===== src/rtl/bldc_pkg.sv =====
// Shared types and the commutation table for the six-step sequencer.
// Assumes phase A is bit 0, phase B bit 1 and phase C bit 2 of every vector.
package bldc_pkg;

    localparam int NUM_PHASES = 3;
    localparam int NUM_STEPS  = 6;

    typedef logic [2:0] step_t;
    typedef logic [NUM_PHASES-1:0] phase_vec_t;

    // One-hot phase whose high-side switch conducts in a given step.
    function automatic phase_vec_t high_of(step_t s);
        case (s)
            3'd0, 3'd1: high_of = 3'b001;
            3'd2, 3'd3: high_of = 3'b010;
            3'd4, 3'd5: high_of = 3'b100;
            default:    high_of = 3'b000;
        endcase
    endfunction

    // One-hot phase whose low-side switch conducts in a given step.
    function automatic phase_vec_t low_of(step_t s);
        case (s)
            3'd0, 3'd5: low_of = 3'b010;
            3'd1, 3'd2: low_of = 3'b100;
            3'd3, 3'd4: low_of = 3'b001;
            default:    low_of = 3'b000;
        endcase
    endfunction

    // Neighbouring step in the chosen direction, wrapping modulo six.
    function automatic step_t step_after(step_t s, logic rev);
        if (rev) begin
            step_after = (s == 3'd0) ? step_t'(NUM_STEPS - 1) : s - 3'd1;
        end else begin
            step_after = (s == step_t'(NUM_STEPS - 1)) ? 3'd0 : s + 3'd1;
        end
    endfunction

endpackage


===== src/rtl/bldc_step_seq.sv =====
// Synchronises the commutation clock, finds its rising edges and keeps the
// six-step position register. Assumes comm_clk pulses stay high and low for
// at least one clk period each.
module bldc_step_seq
    import bldc_pkg::*;
#(
    parameter int SYNC_STAGES = 2
) (
    input  logic  clk,
    input  logic  rst_n,
    input  logic  comm_clk,
    input  logic  dir_rev,
    output step_t step,
    output logic  step_pulse
);

    // Synchroniser chain; the extra top bit holds the previous synced value.
    logic [SYNC_STAGES:0] sync_q;

    // Shift the raw commutation clock through the synchroniser.
    always_ff @(posedge clk) begin
        if (!rst_n) begin
            sync_q <= '0;
        end else begin
            sync_q <= {sync_q[SYNC_STAGES-1:0], comm_clk};
        end
    end

    assign step_pulse = sync_q[SYNC_STAGES-1] & ~sync_q[SYNC_STAGES];

    // Advance the step register by one position on every detected edge.
    always_ff @(posedge clk) begin
        if (!rst_n) begin
            step <= '0;
        end else if (step_pulse) begin
            step <= step_after(step, dir_rev);
        end
    end


    step_range_chk: assert property (@(posedge clk) disable iff (!rst_n)
        step < 3'd6);


    fwd_step_chk: assert property (@(posedge clk) disable iff (!rst_n)
        (step_pulse && !dir_rev) |=>
            step == (($past(step) == 3'd5) ? 3'd0 : $past(step) + 3'd1));


    rev_step_chk: assert property (@(posedge clk) disable iff (!rst_n)
        (step_pulse && dir_rev) |=>
            step == (($past(step) == 3'd0) ? 3'd5 : $past(step) - 3'd1));


    hold_step_chk: assert property (@(posedge clk) disable iff (!rst_n)
        !step_pulse |=> $stable(step));

endmodule


===== src/rtl/bldc_offtime.sv =====
// Constant off-time one-shot for the current-limit trip. Any cycle with the
// trip high reloads the full interval, so a trip during the interval restarts it.
module bldc_offtime #(
    parameter int OFF_CYCLES = 16
) (
    input  logic clk,
    input  logic rst_n,
    input  logic trip,
    output logic active
);

    localparam int CW = $clog2(OFF_CYCLES + 1);

    logic [CW-1:0] remain;

    // Load on trip, otherwise count down to zero.
    always_ff @(posedge clk) begin
        if (!rst_n) begin
            remain <= '0;
        end else if (trip) begin
            remain <= CW'(OFF_CYCLES);
        end else if (remain != '0) begin
            remain <= remain - 1'b1;
        end
    end

    assign active = (remain != '0);


    trip_blank_chk: assert property (@(posedge clk) disable iff (!rst_n)
        trip |=> active);


    trip_reload_chk: assert property (@(posedge clk) disable iff (!rst_n)
        trip |=> remain == CW'(OFF_CYCLES));

endmodule


===== src/rtl/bldc_gate_req.sv =====
// Combines the step table with the overrides into raw switch requests.
// Priority: supply not ready, then brake, then PWM chop and trip off-time.
// The outputs are requests only; dead time is added downstream.
module bldc_gate_req
    import bldc_pkg::*;
(
    input  step_t      step,
    input  logic       drive_ok,
    input  logic       brake_n,
    input  logic       pwm_gate,
    input  logic       off_active,
    output phase_vec_t hi_req,
    output phase_vec_t lo_req
);

    phase_vec_t hi_tab;
    phase_vec_t lo_tab;

    assign hi_tab = high_of(step);
    assign lo_tab = low_of(step);

    // Pick requests according to the override priority.
    always_comb begin
        if (!drive_ok) begin
            hi_req = '0;
            lo_req = '0;
        end else if (!brake_n) begin
            hi_req = '0;
            lo_req = off_active ? '0 : '1;
        end else begin
            hi_req = hi_tab;
            lo_req = (pwm_gate && !off_active) ? lo_tab : '0;
        end
    end

    // Guard the request pattern itself before dead time is applied.
    always_comb begin

        req_excl_chk: assert ((hi_req & lo_req) == '0);

        hi_single_chk: assert ($onehot0(hi_req));
    end

endmodule


===== src/rtl/bldc_deadtime.sv =====
// Dead-time stage for one phase leg. A switch that loses its request turns off
// on the next edge and loads the guard counter. No switch of the leg may turn
// on until that counter has run out. Assumes DEAD_CYCLES >= 1.
module bldc_deadtime #(
    parameter int DEAD_CYCLES = 4
) (
    input  logic clk,
    input  logic rst_n,
    input  logic hi_req,
    input  logic lo_req,
    output logic hi_on,
    output logic lo_on
);

    localparam int DW  = $clog2(DEAD_CYCLES + 1);
    localparam int IW  = $clog2(DEAD_CYCLES + 2);
    localparam int GAP = DEAD_CYCLES + 1;

    logic [DW-1:0] guard;

    // Immediate turn-off, guarded turn-on of the two switches of this leg.
    always_ff @(posedge clk) begin
        if (!rst_n) begin
            hi_on <= 1'b0;
            lo_on <= 1'b0;
            guard <= '0;
        end else if (hi_on && !hi_req) begin
            hi_on <= 1'b0;
            guard <= DW'(DEAD_CYCLES);
        end else if (lo_on && !lo_req) begin
            lo_on <= 1'b0;
            guard <= DW'(DEAD_CYCLES);
        end else if (guard != '0) begin
            guard <= guard - 1'b1;
        end else begin
            hi_on <= hi_req && !lo_req && !lo_on;
            lo_on <= lo_req && !hi_req && !hi_on;
        end
    end

    // Checker state: cycles the leg has been fully off, saturating.
    logic [IW-1:0] idle_run;

    // Count fully-off cycles of the leg for the gap check.
    always_ff @(posedge clk) begin
        if (!rst_n) begin
            idle_run <= IW'(GAP);
        end else if (hi_on || lo_on) begin
            idle_run <= '0;
        end else if (idle_run != IW'(GAP)) begin
            idle_run <= idle_run + 1'b1;
        end
    end


    no_overlap_chk: assert property (@(posedge clk) disable iff (!rst_n)
        !(hi_on && lo_on));


    hi_gap_chk: assert property (@(posedge clk) disable iff (!rst_n)
        $rose(hi_on) |-> idle_run == IW'(GAP));


    lo_gap_chk: assert property (@(posedge clk) disable iff (!rst_n)
        $rose(lo_on) |-> idle_run == IW'(GAP));

endmodule


===== src/rtl/bldc_commutator.sv =====
// Top of the six-step commutation and gate-drive block. It registers the
// supply-good flag, runs the sequencer, the trip off-time and the request
// logic, and passes every leg through its own dead-time stage.
module bldc_commutator
    import bldc_pkg::*;
#(
    parameter int DEAD_CYCLES = 4,
    parameter int OFF_CYCLES  = 16,
    parameter int SYNC_STAGES = 2
) (
    input  logic       clk,
    input  logic       rst_n,
    input  logic       comm_clk,
    input  logic       dir_rev,
    input  logic       pwm_gate,
    input  logic       ilim_trip,
    input  logic       brake_n,
    input  logic       supply_low,
    output logic [2:0] hs_n,
    output logic [2:0] ls,
    output logic       fault_n
);

    logic       drive_ok;
    step_t      step;
    logic       step_pulse;
    logic       off_active;
    phase_vec_t hi_req;
    phase_vec_t lo_req;
    phase_vec_t hi_on;
    phase_vec_t lo_on;

    // Register the supply condition; held not-ready through reset.
    always_ff @(posedge clk) begin
        if (!rst_n) begin
            drive_ok <= 1'b0;
        end else begin
            drive_ok <= !supply_low;
        end
    end

    assign fault_n = drive_ok;

    bldc_step_seq #(
        .SYNC_STAGES (SYNC_STAGES)
    ) u_seq (
        .clk        (clk),
        .rst_n      (rst_n),
        .comm_clk   (comm_clk),
        .dir_rev    (dir_rev),
        .step       (step),
        .step_pulse (step_pulse)
    );

    bldc_offtime #(
        .OFF_CYCLES (OFF_CYCLES)
    ) u_off (
        .clk    (clk),
        .rst_n  (rst_n),
        .trip   (ilim_trip),
        .active (off_active)
    );

    bldc_gate_req u_req (
        .step       (step),
        .drive_ok   (drive_ok),
        .brake_n    (brake_n),
        .pwm_gate   (pwm_gate),
        .off_active (off_active),
        .hi_req     (hi_req),
        .lo_req     (lo_req)
    );

    for (genvar p = 0; p < NUM_PHASES; p++) begin : g_leg
        bldc_deadtime #(
            .DEAD_CYCLES (DEAD_CYCLES)
        ) u_dt (
            .clk    (clk),
            .rst_n  (rst_n),
            .hi_req (hi_req[p]),
            .lo_req (lo_req[p]),
            .hi_on  (hi_on[p]),
            .lo_on  (lo_on[p])
        );
    end

    assign hs_n = ~hi_on;
    assign ls   = lo_on;


    uv_off_chk: assert property (@(posedge clk) disable iff (!rst_n)
        !fault_n |=> (hs_n == 3'b111 && ls == 3'b000));


    brake_hi_chk: assert property (@(posedge clk) disable iff (!rst_n)
        (!brake_n && fault_n) |=> hs_n == 3'b111);


    pwm_low_chk: assert property (@(posedge clk) disable iff (!rst_n)
        (!pwm_gate && brake_n) |=> ls == 3'b000);

endmodule


===== config.mk =====
export PLATFORM = sky130hd
export DESIGN_NAME = bldc_commutator
export DESIGN_NICKNAME = d
export VERILOG_FILES = /design/src/rtl/bldc_pkg.sv /design/src/rtl/bldc_step_seq.sv /design/src/rtl/bldc_offtime.sv /design/src/rtl/bldc_gate_req.sv /design/src/rtl/bldc_deadtime.sv /design/src/rtl/bldc_commutator.sv
export SDC_FILE = /design/constraint.sdc
export NUM_CORES = 1
export LEC_CHECK = 0
export BUFFER_PORTS_ARGS = -buffer_cell sky130_fd_sc_hd__buf_2
export CAP_MARGIN = 20
export CELL_PAD_IN_SITES_DETAIL_PLACEMENT = 1
export CELL_PAD_IN_SITES_GLOBAL_PLACEMENT = 1
export CORE_MARGIN = 3
export CORE_UTILIZATION = 40
export CTS_CLUSTER_DIAMETER = 60
export DETAILED_ROUTE_END_ITERATION = 8
export PLACE_DENSITY_LB_ADDON = 0.08
export SYNTH_ARGS = -nofsm -noshare
export SYNTH_HDL_FRONTEND = slang
export SYNTH_HIERARCHICAL = 1
export SYNTH_SLANG_ARGS = --single-unit

===== constraint.sdc =====
create_clock -name clk -period 2.6 [get_ports clk]
set_clock_uncertainty 0.1 [all_clocks]
set_input_delay 0.13 -clock clk [delete_from_list [all_inputs] [get_ports clk]]
set_output_delay 0.13 -clock clk [all_outputs]
set_load 0.05 [all_outputs]

==> results.json, run 1 <==
{
  "final.fill_count": 465,
  "post_route_cells_drive_above_1_share_pct": 20.00,
  "regToRegSetupSlack_ns": 0.14,
  "final-setup-viol-count": 0,
  "cts_buffer_depth": 2,
  "dp_slack_ns": 0.1405,
  "syn-num-nets": 198,
  "path_depth": 10,
  "initial_core_util_pct": 42.26,
  "synth_mux_area_share_pct": 0,
  "crit_type": "reg -> reg",
  "syn_area_per_cell_um2": 8.772,
  "yosysWarnings": 6,
  "arrival_ns": 2.58,
  "numPortBuffers": 14,
  "outcome": "finished clean",
  "die_w_um": 68.66,
  "io_pins": 15,
  "ys_seq_area_share_pct": 34.42,
  "grt_usage_pct": 14.03,
  "die_h_um": 68.66,
  "max_freq_mhz": 407.1,
  "grt_remaining_overflow": 0,
  "holdPathStages": 3,
  "ff_latch_area_um2": 543.0,
  "cp_slowest_stage_delay_ns": 0.50,
  "p_total_mw": 1.342,
  "crit_chain": "inv_2, ha_4, or4b_4, nand2b_4, or3_1, a21oi_2, buf_4, nand2_4, nor4b_4, a31o_1",
  "remaining_drc_errors": 0,
  "synth_top_area_share_pct": 34.42,
  "dr.pass1.iters": 4,
  "synth_compound_area_share_pct": 15.70,
  "wl_per_cell_um": 12.58,
  "multi_input_area_um2": 885.9,
  "diodes": 0,
  "synth_edf_count": 0,
  "crit_buf_inv": 2,
  "critPathRequiredTime_ns": 2.72,
  "routed_via_density": 5.056,
  "vias": 1254,
  "antenna_found_initial": 0,
  "synth_top_family_by_area": "simple AND/OR/NAND/NOR gates",
  "htreeDepth": 1,
  "start_kind": "flip-flop",
  "power_density_mw_per_mm2": 751.9,
  "synth_cells": 179,
  "synth_flop_cell": "dfxtp_1",
  "hold_violations": 0,
  "hp-class": "in -> reg",
  "cts_tree": "yes",
  "grt_pass1_wl_mm": 5.106,
  "cpMaxStageDelayCell": "or4b_4",
  "synth_area_mm2": 0.001570,
  "ys_types": 38,
  "slew_headroom_pct": 51.36,
  "end_kind": "flip-flop",
  "core_mm2": 0.003716,
  "root_buffer": "clkbuf_8",
  "ys_top_cells_by_area": "dfxtp_1 (34%), ha_1 (8.8%), inv_1 (6.7%)",
  "die_area_mm2": 0.004714,
  "synth-xor-area-share_pct": 4.462,
  "place.gp.congestion": 0.7613,
  "path_max_fanout": 4,
  "timing.hold.ws_ns": 0.07427,
  "finalCritPeriodShare_pct": 94.48,
  "async_flop_share_pct": 0,
  "numCtsBuffers": 3,
  "dp.cells": 237,
  "p_leak_nw": 0.7458,
  "fin_crit_ns": 2.456,
  "postRouteWirelength_mm": 3.119,
  "area_growth_syn_to_layout_pct": 13.71,
  "cts_sinks": 27,
  "clk_pin_slew_ns": 0.09,
  "dr.first_iter.drc_count": 33,
  "ir_worst_vdd_uv": 282.8,
  "stdcell_count": 248,
  "synth_seq_cells": 27,
  "nets": 220,
  "cap_viol_max_count": 0,
  "synthAdderAreaFrac_pct": 8.765,
  "worstRegToRegCells": 10,
  "grt_pass1_vias": 1211,
  "hpwl_mm": 2.257,
  "synthSimpleGateAreaFrac_pct": 26.45,
  "grt_max_degree": 29,
  "grt_setup_unrepaired": "false",
  "tns_ns": 0,
  "final.setup.worst_slack_ns": 0.1435,
  "rows": 22,
  "postRouteAntennaNets": 0,
  "crit_family": "simple AND/OR/NAND/NOR gates",
  "tightest_slew_ns": 0.7241,
  "clk_latency_ns": 0.27,
  "yosysTopAreaCell": "dfxtp_1",
  "drv_slew": 0
}
through the flow:
stage	utilization [%]	area, um2
after floorplan	-	1570
after global placement	44.68	1660
after detailed placement	44.68	1660
after CTS	46.73	1737
after global routing	48.05	1785
final	48.05	1785
what timing repair did:
item,4_1_cts,5_1_grt
hold buffers,3,0
resized for setup,0,7
endpoints found under the setup margin,0,2
setup buffers,0,4
endpoints found under the hold margin,3,0
power by group:
| part | total [mW] | switching, mW | internal, mW |
|---|---|---|---|
| Combinational | 0.572 | 0.320 | 0.252 |
| Clock | 0.236 | 0.128 | 0.107 |
| Sequential | 0.535 | 0.0487 | 0.486 |
| Total | 1.34 | 0.497 | 0.845 |
layer usage:
| metal | vias to the layer above | wire length (um) | GRT usage (%) |
|---|---|---|---|
| li1 | 640 | - | - |
| met5 | - | 0 | 0 |
| met1 | 600 | 1375 | 16.52 |
| met2 | 10 | 1644 | 25.51 |
| met4 | 0 | 36 | 5.211 |
| met3 | 4 | 62 | 1.945 |
synth_stat cells (4+ instances only):
library cell / instances
xor2_1: 4
o22ai_1: 8
nor2_1: 22
a21oi_1: 11
dfxtp_1: 27
ha_1: 11
xnor2_1: 4
nand2_1: 5
buf_6: 4
o21a_1: 6
nand3_1: 6
inv_1: 28
kinds of logic (layout without fill, tap and decap cells):
kind of cell               count (synthesis)  after routing
AOI/OAI and AO/OA                         37             37
DFF                                       27             27
and+or+nand+nor                           62             62
xor gates and xnor gates                   8              8
buffers and inverters                     34             55
adders and majority gates                 11             11
placed cells by master, fill, tap and decap left out, types with 2 or more instances in the layout:
cell,netlist,final
xor2_1,4,4
nor4b_4,3,3
nand3_1,6,6
inv_1,28,26
o22ai_1,8,8
and2_1,3,3
clkbuf_8,0,3
nor2_1,22,22
o21a_1,6,6
a31o_1,3,3
buf_2,2,14
nand2b_1,3,3
dfxtp_1,27,25
dfxtp_2,0,2
o221ai_1,3,3
dlygate4sd3_1,0,3
buf_4,0,6
inv_2,0,2
nand2_1,5,5
or3_1,2,2
nor2b_1,2,2
xnor2_1,4,4
nand2_4,3,3
a21oi_1,11,10
nor3_1,3,3
ha_1,11,10
final timing paths:
path | startpoint | to
worst min-delay path | dir_rev | u_seq/step[0]
worst min register to register | u_seq/sync_q[0] | u_seq/sync_q[1]
worst max-delay path | u_off/remain[0] | g_leg[2].u_dt/lo_on
worst max register to register | u_off/remain[0] | g_leg[2].u_dt/lo_on
registers in the layout (all words and copies together), names as in the netlist:
register,cells
g_leg.u_dt/hi_on,3
u_off/remain,5
u_seq/step,3
g_leg.u_dt/guard,9
fault_n,1
g_leg.u_dt/lo_on,3
u_seq/sync_q,3
cell type report:
type / instances / share of cell area (%)
inverters: 28 / 5.886
clock buffers: 3 / 2.313
multi-input cells: 118 / 49.61
repair buffers: 23 / 8.129
clock inverters: 1 / 0.2803
flip-flops and latches: 27 / 30.41
well taps: 48 / 3.364
worst reg2reg max path: stages (launching register included):
cell and delay [ns]:
dfxtp_2 0.35, inv_2 0.07, ha_4 0.14, or4b_4 0.50
nand2b_4 0.16, or3_1 0.35, a21oi_2 0.14, buf_4 0.14
nand2_4 0.06, nor4b_4 0.28, a31o_1 0.12
Note: power is estimated with default switching activity, not from simulation.
==> run 2, diff against run 1 <==
CORE_ASPECT_RATIO = 0.6   (was default)
==> run 2 against run 1 <==
Utilization is 1.9 points higher; fmax is 0.38% lower; sequential power is essentially flat; final cell count shrank 2.0%; setup slack got worse by 0.0093 ns; non-clock buffer count fell by 2; global-route usage rose by 0.26 points; first-iteration DRC count is 3.0% lower.
==> results.json, run 2 (synthesis gave the netlist of run 1 again) <==
{
  "grt_max_degree": 29,
  "largest_reg_flops": 9,
  "root_buffer": "clkbuf_8",
  "core_mm2": 0.003503,
  "place_area_mm2": 0.001657,
  "top_register": "g_leg.u_dt/guard",
  "power.switching_mw": 0.4913,
  "stdcell_count": 243,
  "clk_latency_ns": 0.27,
  "p_leak_nw": 0.7306,
  "final_area_mm2": 0.001750,
  "remaining_drc_errors": 0,
  "mostFrequentLayoutCell": "inv_1",
  "dp.cells": 234,
  "cts_sinks": 27,
  "hp-class": "in -> reg",
  "grt_pass1_vias": 1186,
  "die_h_um": 54.53,
  "sequentialPowerShare_pct": 40.2,
  "tightest_slew_ns": 0.8030,
  "cap_viol_max_count": 0,
  "grt_remaining_overflow": 0,
  "holdPathStages": 3,
  "io_pins": 15,
  "ir_worst_vdd_uv": 359.5,
  "routed_via_density": 5.099,
  "die_w_um": 86.89,
  "finalCritPeriodShare_pct": 94.84,
  "p_int_mw": 0.8377,
  "cpMaxStageDelayCell": "or4b_4",
  "final-setup-viol-count": 0,
  "switching_share_pct": 36.97,
  "htreeDepth": 1,
  "diodes": 0,
  "crit_buf_inv": 2,
  "end_kind": "flip-flop",
  "crit_chain": "inv_1, ha_1, or4b_4, nand2b_4, or3_1, a21oi_2, buf_4, nand2_4, nor4b_4, a31o_1",
  "cts_buffer_depth": 2,
  "hpwl_mm": 2.356,
  "path_max_fanout": 4,
  "largestRegisters": "g_leg.u_dt/guard: 9 flops, u_off/remain: 5 flops",
  "path_depth": 10,
  "cts_tree": "yes",
  "combPwrFrac_pct": 41.8,
  "die_area_mm2": 0.004738,
  "cp_slowest_stage_delay_ns": 0.51,
  "nets": 218,
  "postRouteWirelength_mm": 3.060,
  "tns_ns": 0,
  "wl_per_cell_um": 12.59,
  "place.gp.congestion": 0.7580,
  "crit_type": "reg -> reg",
  "postRouteAntennaNets": 0,
  "slew_headroom_pct": 46.05,
  "fin_crit_ns": 2.466,
  "critPathRequiredTime_ns": 2.72,
  "post_route_cells_drive_above_1_share_pct": 16.16,
  "dr.pass1.iters": 4,
  "post-route-util_pct": 49.96,
  "max_freq_mhz": 405.6,
  "grt_setup_unrepaired": "false",
  "final.fill_count": 420,
  "antenna_found_initial": 0,
  "numPortBuffers": 14,
  "clk_pin_slew_ns": 0.09,
  "drv_slew": 0,
  "crit_family": "simple AND/OR/NAND/NOR gates",
  "hold_violations": 0,
  "outcome": "finished clean",
  "p_clk_share_pct": 18.0,
  "grt_usage_pct": 14.30,
  "dr.first_iter.drc_count": 32,
  "timing.hold.ws_ns": 0.08530,
  "vias": 1239,
  "layout_common_cells": "inv_1 (28), dfxtp_1 (27), nor2_1 (22)",
  "start_kind": "flip-flop",
  "arrival_ns": 2.59,
  "rows": 16,
  "power_density_mw_per_mm2": 759.3,
  "numCtsBuffers": 3,
  "area_growth_syn_to_layout_pct": 11.47,
  "initial_core_util_pct": 44.82,
  "worstRegToRegCells": 10,
  "grt_pass1_wl_mm": 5.326
}
-- run 2: final timing paths --
| path | from | end | slack (ns) |
|---|---|---|---|
| min reg2reg | u_seq/sync_q[0] | u_seq/sync_q[1] | 0.35 |
| max reg2reg | u_off/remain[0] | g_leg[2].u_dt/lo_on | 0.13 |
| min | dir_rev | u_seq/step[0] | 0.09 |
| max | u_off/remain[0] | g_leg[2].u_dt/lo_on | 0.13 |
-- run 2: worst register-to-register path: cells and delay by family (launching register included) --
family	cells	cell delay [ns]
AND/OR/NAND/NOR	5	1.32
flip-flops	1	0.34
AO/OA/AOI/OAI	2	0.26
buffers and inverters	2	0.22
adder cells (fa/ha/maj)	1	0.19
-- run 2: through the flow --
stage | total power [mW] | setup WS [ns]
6_report | 1.329 | 0.1342
5_1_grt | 1.451 | 0.004638
4_1_cts | 1.337 | 0.06595
3_5_place_dp | 1.090 | 0.1137
3_3_place_gp | 1.046 | 0.2029
2_1_floorplan | 1.043 | 0.1240
-- run 2: what timing repair did --
action | in CTS | in global routing
endpoints found under the setup margin | 0 | 1
setup buffers | 0 | 2
hold endpoints to repair | 3 | 0
resized for setup | 0 | 1
hold buffers | 3 | 0
-- run 2: power by group through the flow --
stage	Sequential, mW	Clock, mW	Combinational [mW]
after global placement	0.538	0	0.508
after CTS	0.536	0.252	0.549
after floorplan	0.545	0	0.498
after global routing	0.543	0.269	0.639
after detailed placement	0.545	0	0.545
final	0.535	0.240	0.555
-- run 2: per-layer routing --
metal	wire length [um]	up-vias	track usage, %
li1	-	635	-
met1	1543	587	17.82
met2	1421	15	25.31
met3	91	2	4.060
met4	4	0	2.332
met5	0	-	0
-- run 2: cell type report --
type | count | area (um2) | share of cell area (%)
tap | 45 | 56.30 | 3.217
multi-input combinational | 118 | 873.3 | 49.89
inverter | 28 | 105.1 | 6.004
clock buffer | 4 | 45.04 | 2.573
sequential | 27 | 540.5 | 30.88
timing repair buffer | 21 | 130.1 | 7.434
